===== src/rtl/usart_pkg.sv =====
package usart_pkg;

   typedef enum logic [1:0] {
      CH_NORMAL = 2'd0,
      CH_ECHO   = 2'd1,
      CH_LOCAL  = 2'd2,
      CH_REMOTE = 2'd3
   } chan_e;

   // data bit count from the length code: 0 -> 6, 1 -> 7, others -> 8
   function automatic logic [3:0] data_bits(input logic [1:0] code);
      case (code)
         2'd0:    return 4'd6;
         2'd1:    return 4'd7;
         default: return 4'd8;
      endcase
   endfunction

   function automatic logic [7:0] len_mask(input logic [3:0] nd);
      logic [8:0] m;
      m = (9'd1 << nd) - 9'd1;
      return m[7:0];
   endfunction

   function automatic logic has_par(input logic [2:0] pm);
      return (pm >= 3'd1) && (pm <= 3'd4);
   endfunction

   // extra bit value for already masked data
   function automatic logic par_bit(input logic [2:0] pm, input logic [7:0] d);
      case (pm)
         3'd1:    return ^d;
         3'd2:    return ~^d;
         3'd4:    return 1'b1;
         default: return 1'b0;
      endcase
   endfunction

endpackage


===== src/rtl/usart_baud.sv =====
module usart_baud #(
   parameter int DIV_W = 16
) (
   input  logic             clk,
   input  logic             rst_n,
   input  logic [DIV_W-1:0] div,
   output logic             tick
);
   logic [DIV_W-1:0] cnt;

   assign tick = (cnt == '0);

   always_ff @(posedge clk or negedge rst_n) begin
      if (!rst_n)
         cnt <= '0;
      else if (cnt == '0)
         cnt <= (div == '0) ? '0 : div - 1'b1;
      else
         cnt <= cnt - 1'b1;
   end
endmodule


===== src/rtl/usart_sync.sv =====
module usart_sync #(
   parameter int             W       = 1,
   parameter int             STAGES  = 2,
   parameter logic [W-1:0]   RST_VAL = '0
) (
   input  logic         clk,
   input  logic         rst_n,
   input  logic [W-1:0] d,
   output logic [W-1:0] q
);
   logic [STAGES-1:0][W-1:0] stg;

   always_ff @(posedge clk or negedge rst_n) begin
      if (!rst_n) begin
         for (int i = 0; i < STAGES; i++) stg[i] <= RST_VAL;
      end else begin
         stg[0] <= d;
         for (int i = 1; i < STAGES; i++) stg[i] <= stg[i-1];
      end
   end

   assign q = stg[STAGES-1];
endmodule


===== src/rtl/usart_tx.sv =====
module usart_tx
   import usart_pkg::*;
#(
   parameter int OVS = 16
) (
   input  logic       clk,
   input  logic       rst_n,
   input  logic       tick,
   input  logic       wr,
   input  logic [7:0] wdata,
   input  logic       waddr,
   input  logic [1:0] char_len,
   input  logic [2:0] par_mode,
   input  logic       mdrop,
   input  logic       brk_req,
   output logic       ready,
   output logic       line
);
   localparam int SW     = $clog2(OVS);
   localparam int FRAME  = 11;

   logic             busy;
   logic [FRAME-1:0] sr, fr;
   logic [3:0]       rem, nd;
   logic [SW-1:0]    sub;
   logic [7:0]       md;
   logic             ext, eb;

   always_comb begin
      nd  = data_bits(char_len);
      md  = wdata & len_mask(nd);
      ext = mdrop | has_par(par_mode);
      eb  = mdrop ? waddr : par_bit(par_mode, md);
      fr  = '1;
      fr[0] = 1'b0;
      for (int i = 0; i < 8; i++)
         if (4'(i) < nd) fr[1+i] = wdata[i];
      if (ext) fr[1+nd] = eb;
   end

   always_ff @(posedge clk or negedge rst_n) begin
      if (!rst_n) begin
         busy <= 1'b0;
         sr   <= '1;
         rem  <= '0;
         sub  <= '0;
      end else if (!busy) begin
         if (wr) begin
            busy <= 1'b1;
            sr   <= fr;
            rem  <= 4'd2 + nd + {3'b0, ext};
            sub  <= '0;
         end
      end else if (tick) begin
         if (sub == SW'(OVS-1)) begin
            sub <= '0;
            sr  <= {1'b1, sr[FRAME-1:1]};
            rem <= rem - 4'd1;
            if (rem == 4'd1) busy <= 1'b0;
         end else begin
            sub <= sub + 1'b1;
         end
      end
   end

   assign ready = !busy;
   assign line  = brk_req ? 1'b0 : (busy ? sr[0] : 1'b1);

   // a frame opens on a low start bit and its last bit is a high stop bit
   a_r2_start_low: assert property (@(posedge clk) disable iff (!rst_n)
      $rose(busy) |-> !sr[0]);
   a_r2_stop_last: assert property (@(posedge clk) disable iff (!rst_n)
      $fell(busy) |-> $past(sr[0]));
endmodule


===== src/rtl/usart_rx.sv =====
module usart_rx
   import usart_pkg::*;
#(
   parameter int OVS = 16
) (
   input  logic       clk,
   input  logic       rst_n,
   input  logic       tick,
   input  logic       line,
   input  logic [1:0] char_len,
   input  logic [2:0] par_mode,
   input  logic       mdrop,
   input  logic       rd,
   input  logic       err_clr,
   output logic [7:0] data,
   output logic       valid,
   output logic       addr,
   output logic       perr,
   output logic       frm,
   output logic       ovr,
   output logic       brk
);
   localparam int SW  = $clog2(OVS);
   localparam int MID = OVS / 2;

   typedef enum logic [2:0] {RX_IDLE, RX_START, RX_BITS, RX_STOP, RX_HOLD} rx_st_e;

   rx_st_e        st;
   logic [8:0]    rbuf;
   logic [3:0]    idx, nd, nx;
   logic [SW-1:0] sub;
   logic          ext;
   logic [7:0]    md;

   always_comb begin
      nd  = data_bits(char_len);
      ext = mdrop | has_par(par_mode);
      nx  = nd + {3'b0, ext};
      md  = rbuf[7:0] & len_mask(nd);
   end

   always_ff @(posedge clk or negedge rst_n) begin
      if (!rst_n) begin
         st <= RX_IDLE; rbuf <= '0; idx <= '0; sub <= '0;
         data <= '0; valid <= 1'b0; addr <= 1'b0;
         perr <= 1'b0; frm <= 1'b0; ovr <= 1'b0; brk <= 1'b0;
      end else begin
         if (err_clr) begin
            perr <= 1'b0; frm <= 1'b0; ovr <= 1'b0;
         end
         if (rd) valid <= 1'b0;
         if (tick) begin
            case (st)
               RX_IDLE: if (!line) begin
                  st  <= RX_START;
                  sub <= '0;
               end
               RX_START: if (sub == SW'(MID-1)) begin
                  st   <= line ? RX_IDLE : RX_BITS;
                  sub  <= '0;
                  idx  <= '0;
                  rbuf <= '0;
               end else sub <= sub + 1'b1;
               RX_BITS: if (sub == SW'(OVS-1)) begin
                  sub       <= '0;
                  rbuf[idx] <= line;
                  if (idx == nx - 4'd1) st <= RX_STOP;
                  else idx <= idx + 4'd1;
               end else sub <= sub + 1'b1;
               RX_STOP: if (sub == SW'(OVS-1)) begin
                  sub <= '0;
                  if (!line && rbuf == '0) begin
                     brk <= 1'b1;
                     st  <= RX_HOLD;
                  end else begin
                     st    <= RX_IDLE;
                     data  <= md;
                     addr  <= mdrop & rbuf[nd];
                     valid <= 1'b1;
                     if (valid && !rd) ovr <= 1'b1;
                     if (!line) frm <= 1'b1;
                     if (!mdrop && has_par(par_mode) && rbuf[nd] != par_bit(par_mode, md))
                        perr <= 1'b1;
                  end
               end else sub <= sub + 1'b1;
               default: if (line) begin
                  brk <= 1'b0;
                  st  <= RX_IDLE;
               end
            endcase
         end
      end
   end

   // a parity error comes with a delivered character
   a_r3_perr_with_char: assert property (@(posedge clk) disable iff (!rst_n)
      $rose(perr) |-> valid);
   // framing error stays until cleared
   a_r6_frm_sticky: assert property (@(posedge clk) disable iff (!rst_n)
      frm && !err_clr |=> frm);
   // overrun only when an unread character was held
   a_r7_ovr_needs_unread: assert property (@(posedge clk) disable iff (!rst_n)
      $rose(ovr) |-> $past(valid));
   // break flag drops only after the line was seen high
   a_r8_brk_ends_high: assert property (@(posedge clk) disable iff (!rst_n)
      $fell(brk) |-> $past(line));
endmodule


===== src/rtl/mdrop_usart.sv =====
module mdrop_usart
   import usart_pkg::*;
#(
   parameter int DIV_W       = 16,
   parameter int OVS         = 16,
   parameter int SYNC_STAGES = 2
) (
   input  logic             clk,
   input  logic             rst_n,
   input  logic [DIV_W-1:0] baud_div,
   input  logic [1:0]       char_len,
   input  logic [2:0]       par_mode,
   input  logic [1:0]       chan_mode,
   input  logic             mdrop_en,
   input  logic             tx_wr,
   input  logic [7:0]       tx_data,
   input  logic             tx_addr,
   input  logic             brk_req,
   output logic             tx_ready,
   input  logic             rx_rd,
   input  logic             err_clr,
   output logic [7:0]       rx_data,
   output logic             rx_valid,
   output logic             rx_addr,
   output logic             par_err,
   output logic             frm_err,
   output logic             ovr_err,
   output logic             brk_det,
   input  logic             rts_on,
   input  logic             dtr_on,
   output logic             rts_n,
   output logic             dtr_n,
   input  logic             cts_n,
   input  logic             dsr_n,
   input  logic             dcd_n,
   input  logic             ri_n,
   output logic [3:0]       modem_st,
   input  logic             rxd,
   output logic             txd
);
   localparam int MODEM_W = 4;
   localparam int SYNC_W  = MODEM_W + 1;

   if (OVS < 8 || (OVS & (OVS - 1)) != 0) begin : g_bad_ovs
      $error("OVS must be a power of two of at least 8");
   end
   if (SYNC_STAGES < 2) begin : g_bad_sync
      $error("SYNC_STAGES must be at least 2");
   end
   if (DIV_W < 1) begin : g_bad_div
      $error("DIV_W must be positive");
   end

   logic              tick, tx_line, rx_line, rxs;
   logic [SYNC_W-1:0] sync_q;
   chan_e             chan;

   assign chan = chan_e'(chan_mode);

   usart_baud #(.DIV_W(DIV_W)) u_baud (
      .clk(clk), .rst_n(rst_n), .div(baud_div), .tick(tick));

   usart_sync #(.W(SYNC_W), .STAGES(SYNC_STAGES), .RST_VAL({SYNC_W{1'b1}})) u_sync (
      .clk(clk), .rst_n(rst_n),
      .d({rxd, cts_n, dsr_n, dcd_n, ri_n}), .q(sync_q));

   assign rxs      = sync_q[SYNC_W-1];
   assign modem_st = ~sync_q[MODEM_W-1:0];
   assign rts_n    = ~rts_on;
   assign dtr_n    = ~dtr_on;

   always_comb begin
      case (chan)
         CH_ECHO:   begin txd = rxs;     rx_line = rxs;     end
         CH_LOCAL:  begin txd = 1'b1;    rx_line = tx_line; end
         CH_REMOTE: begin txd = rxs;     rx_line = 1'b1;    end
         default:   begin txd = tx_line; rx_line = rxs;     end
      endcase
   end

   usart_tx #(.OVS(OVS)) u_tx (
      .clk(clk), .rst_n(rst_n), .tick(tick), .wr(tx_wr), .wdata(tx_data),
      .waddr(tx_addr), .char_len(char_len), .par_mode(par_mode),
      .mdrop(mdrop_en), .brk_req(brk_req), .ready(tx_ready), .line(tx_line));

   usart_rx #(.OVS(OVS)) u_rx (
      .clk(clk), .rst_n(rst_n), .tick(tick), .line(rx_line),
      .char_len(char_len), .par_mode(par_mode), .mdrop(mdrop_en),
      .rd(rx_rd), .err_clr(err_clr), .data(rx_data), .valid(rx_valid),
      .addr(rx_addr), .perr(par_err), .frm(frm_err), .ovr(ovr_err),
      .brk(brk_det));
endmodule


===== config.mk =====
export PLATFORM = sky130hd
export DESIGN_NAME = mdrop_usart
export DESIGN_NICKNAME = d
export VERILOG_FILES = /design/src/rtl/usart_pkg.sv /design/src/rtl/usart_baud.sv /design/src/rtl/usart_sync.sv /design/src/rtl/usart_tx.sv /design/src/rtl/usart_rx.sv /design/src/rtl/mdrop_usart.sv
export SDC_FILE = /design/constraint.sdc
export NUM_CORES = 1
export LEC_CHECK = 0
export BUFFER_PORTS_ARGS = -buffer_cell sky130_fd_sc_hd__buf_2
export CAP_MARGIN = 15
export CORE_MARGIN = 10
export CORE_UTILIZATION = 55
export CTS_CLUSTER_DIAMETER = 30
export DETAILED_ROUTE_END_ITERATION = 10
export PLACE_DENSITY = 0.82
export SKIP_LAST_GASP = 1
export SYNTH_ARGS = -nofsm -noshare
export SYNTH_HDL_FRONTEND = slang
export SYNTH_SLANG_ARGS = --single-unit

===== constraint.sdc =====
create_clock -name clk -period 3.5 [get_ports clk]
set_clock_uncertainty 0.2 [all_clocks]
set_input_delay 0.7 -clock clk [delete_from_list [all_inputs] [get_ports clk]]
set_output_delay 0.7 -clock clk [all_outputs]
set_load 0.01 [all_outputs]

==> flow_summary.yaml <==
critical_path:
  reg2reg_from: "u_baud.cnt[3]$_DFF_PN0_"
  start_kind: "flip-flop"
  r2r_slack_ps: 290
  startpoint: "u_baud.cnt[3]$_DFF_PN0_"
  worst_ep_required_time_ps: 3550
  critPathMaxFanout: 21
  arrival_ps: 3260
  crit_type: "reg -> reg"
  end_kind: "flip-flop"
pwr:
  leakagePower_nw: 2.40
  finalPower_mw: 2.17
  cellPowerDensity_nw_per_um2: 407
  peakVddDrop_mv: 0.220
finish:
  area_delta_synth_final_pct: 14.7
  diodes: 0
  layout_common_cells: "86 x nand2_1, 66 x buf_2, 59 x dfrtp_1"
  fin_nets: 655
  finalNonFillerCells: 700
  mostFrequentLayoutCell: "nand2_1"
  final_core_util_pct: 64.9
  final_layout_size_suffix_gt1_share_pct: 20.5
clock_network:
  cts.sinks: 80
  root_buffer: "clkbuf_8"
  htree_levels: 3
  cts_tree: "yes"
  cts.path.max_buffers: 2
  cts_setup_buffers: 0
  clkSlewWorstSetupHoldPaths_ps: 80
  clkLatencyLatePin_ps: 360
  hold_buffers: 0
  cts_buffers: 9
worst_hold_path:
  hold_class: "reg -> reg"
  hold_start: "u_sync.stg[2]$_DFF_PN1_"
sta:
  worst_slew_pin_slew_ps: 976
  max_freq_mhz: 312
  hold_violations: 0
  fin_crit_sh_pct: 91.7
  fin_crit_ps: 3210
  setup-violations-final: 0
  setup_tns_ps: 0
  rsz0062_at_grt: "false"
  whs_ps: 162
  drv_slew: 0
  slew_headroom_pct: 34.9
placement:
  place_inst: 683
  io_buffers: 67
  dp_hpwl_mm: 7.83
  gp_congestion: 0.837
route:
  viasPerCell: 5.52
  drc_errors: 0
  route.vias.total: 3864
  totalWireLength_mm: 10.5
  wl_per_cell_um: 15.0
  first_pass_iters: 5
  antenna_left: 0
  drt_iter0_markers: 161
grt:
  gr-usage-all-layers_pct: 16.6
  antenna_found_initial: 0
  grt_pass1_wl_mm: 17.9
  grt_max_degree: 81
  globalRouteOverflowTotal: 0
  grt_pass1_vias: 4031
floorplanning:
  row_count: 33
  die-area_um2: 12500
  dieWidth_um: 112
  io_pins: 68
  start_util_pct: 56.6
  core_um2: 8220
  die_h_um: 112
synthesis:
  async_flop_share_pct: 100
  syn_avg_cell_area_um2: 8.88
  ys_warn_count: 0
  ys_seq_area_share_pct: 43.6
  synthFlopType: "dfrtp_1"
  netlist_area_um2: 4650
  ys_ff_latch: 80
  synth_edf_count: 0
  synth.distinct_cells: 54
  syn_inst: 524
job:
  cap_violations: 0
status:
  outcome: "finished clean"
## critical path, cell delays in order (launching register included)
cell and delay (ps):
dfrtp_1 420, or4_4 580, or4_4 550, or3_1 480, nor3_2 300, nand2_2 260
o31ai_1 320
## synthesized netlist by cell type (7+ instances only)
| cell | number | area, µm² |
|---|---|---|
| xor2_1 | 12 | 105 |
| o22ai_1 | 9 | 56.3 |
| dfrtp_1 | 59 | 1480 |
| nor2_1 | 30 | 113 |
| o21ai_0 | 51 | 255 |
| o31ai_1 | 7 | 52.6 |
| mux2i_1 | 12 | 120 |
| nor2b_1 | 7 | 43.8 |
| nand2_1 | 87 | 327 |
| xnor2_1 | 27 | 236 |
| ha_1 | 19 | 238 |
| a21oi_1 | 24 | 120 |
| nand2b_1 | 13 | 81.3 |
| dfstp_2 | 21 | 552 |
| inv_1 | 34 | 128 |
| nor3_1 | 18 | 90.1 |
| or3_1 | 7 | 43.8 |
| nand3_1 | 9 | 45.0 |
| clkbuf_1 | 17 | 63.8 |
## layer usage
metal	vias up	wire (µm)	share of wire, %	track usage (%)
met4	0	157	1.5	5.92
met5	-	0	0	0
li1	1938	-	-	-
met1	1806	4660	44	19.8
met2	105	5110	49	28.2
met3	15	593	5.6	4.24
## registers in the layout, summed over array words and instances, names as in the netlist, 3 cells and up
name        flops
u_baud.cnt     16
u_rx.data       8
u_rx.idx        4
u_rx.rbuf       9
u_rx.st         3
u_rx.sub        4
u_sync.q        5
u_sync.stg      5
u_tx.rem        4
u_tx.sr        11
u_tx.sub        4
## final timing paths
check / depth (start not counted) / endpoint
min: 0 / u_sync.q[2]$_DFF_PN1_
max reg2reg: 6 / u_rx.perr$_DFF_PN0_
max in group asynchronous: 1 / u_rx.sub[0]$_DFFE_PN0P_
min reg2reg: 0 / u_sync.q[2]$_DFF_PN1_
max: 6 / u_rx.perr$_DFF_PN0_
min in group asynchronous: 1 / u_tx.rem[2]$_DFFE_PN0P_
## per-stage QoR
step / setup slack [ps] / cell area, µm²
final: 292 / 5340
after global routing: 175 / 5340
after CTS: 141 / 5330
after detailed placement: 157 / 5090
after global placement: 288 / 5090
after floorplan: 522 / 4650
## final cells by class
cell class,instances,area [µm²]
flip-flops and latches,80,2030
inverters,35,131
well taps,105,131
fillers,681,2880
repair buffers,75,398
clock inverters,4,53.8
multi-input cells,389,2410
clock buffers,12,178
## cells by family (layout without fill, tap and decap cells)
logic type                 after synthesis  count (layout)  share of synthesized area [%]
adders and majority gates               19              19                           5.11
other                                    1               2                         0.0806
xor gates and xnor gates                40              40                           7.83
DFF                                     80              80                           43.6
AOI/OAI and AO/OA                      110             110                           13.6
buffers and inverters                   56             126                           4.60
and+or+nand+nor                        205             205                           22.1
muxes                                   13              13                           3.07
## power by group
group          internal, mW  switching, mW
Combinational         0.149          0.162
Clock                 0.422          0.352
Sequential             1.02         0.0686
Total                  1.59          0.582
## what timing repair did
item	CTS	global route
endpoints found under the hold margin	0	0
setup endpoints to repair	0	1
resized for setup	0	1
Note: power is estimated with default switching activity, not from simulation.
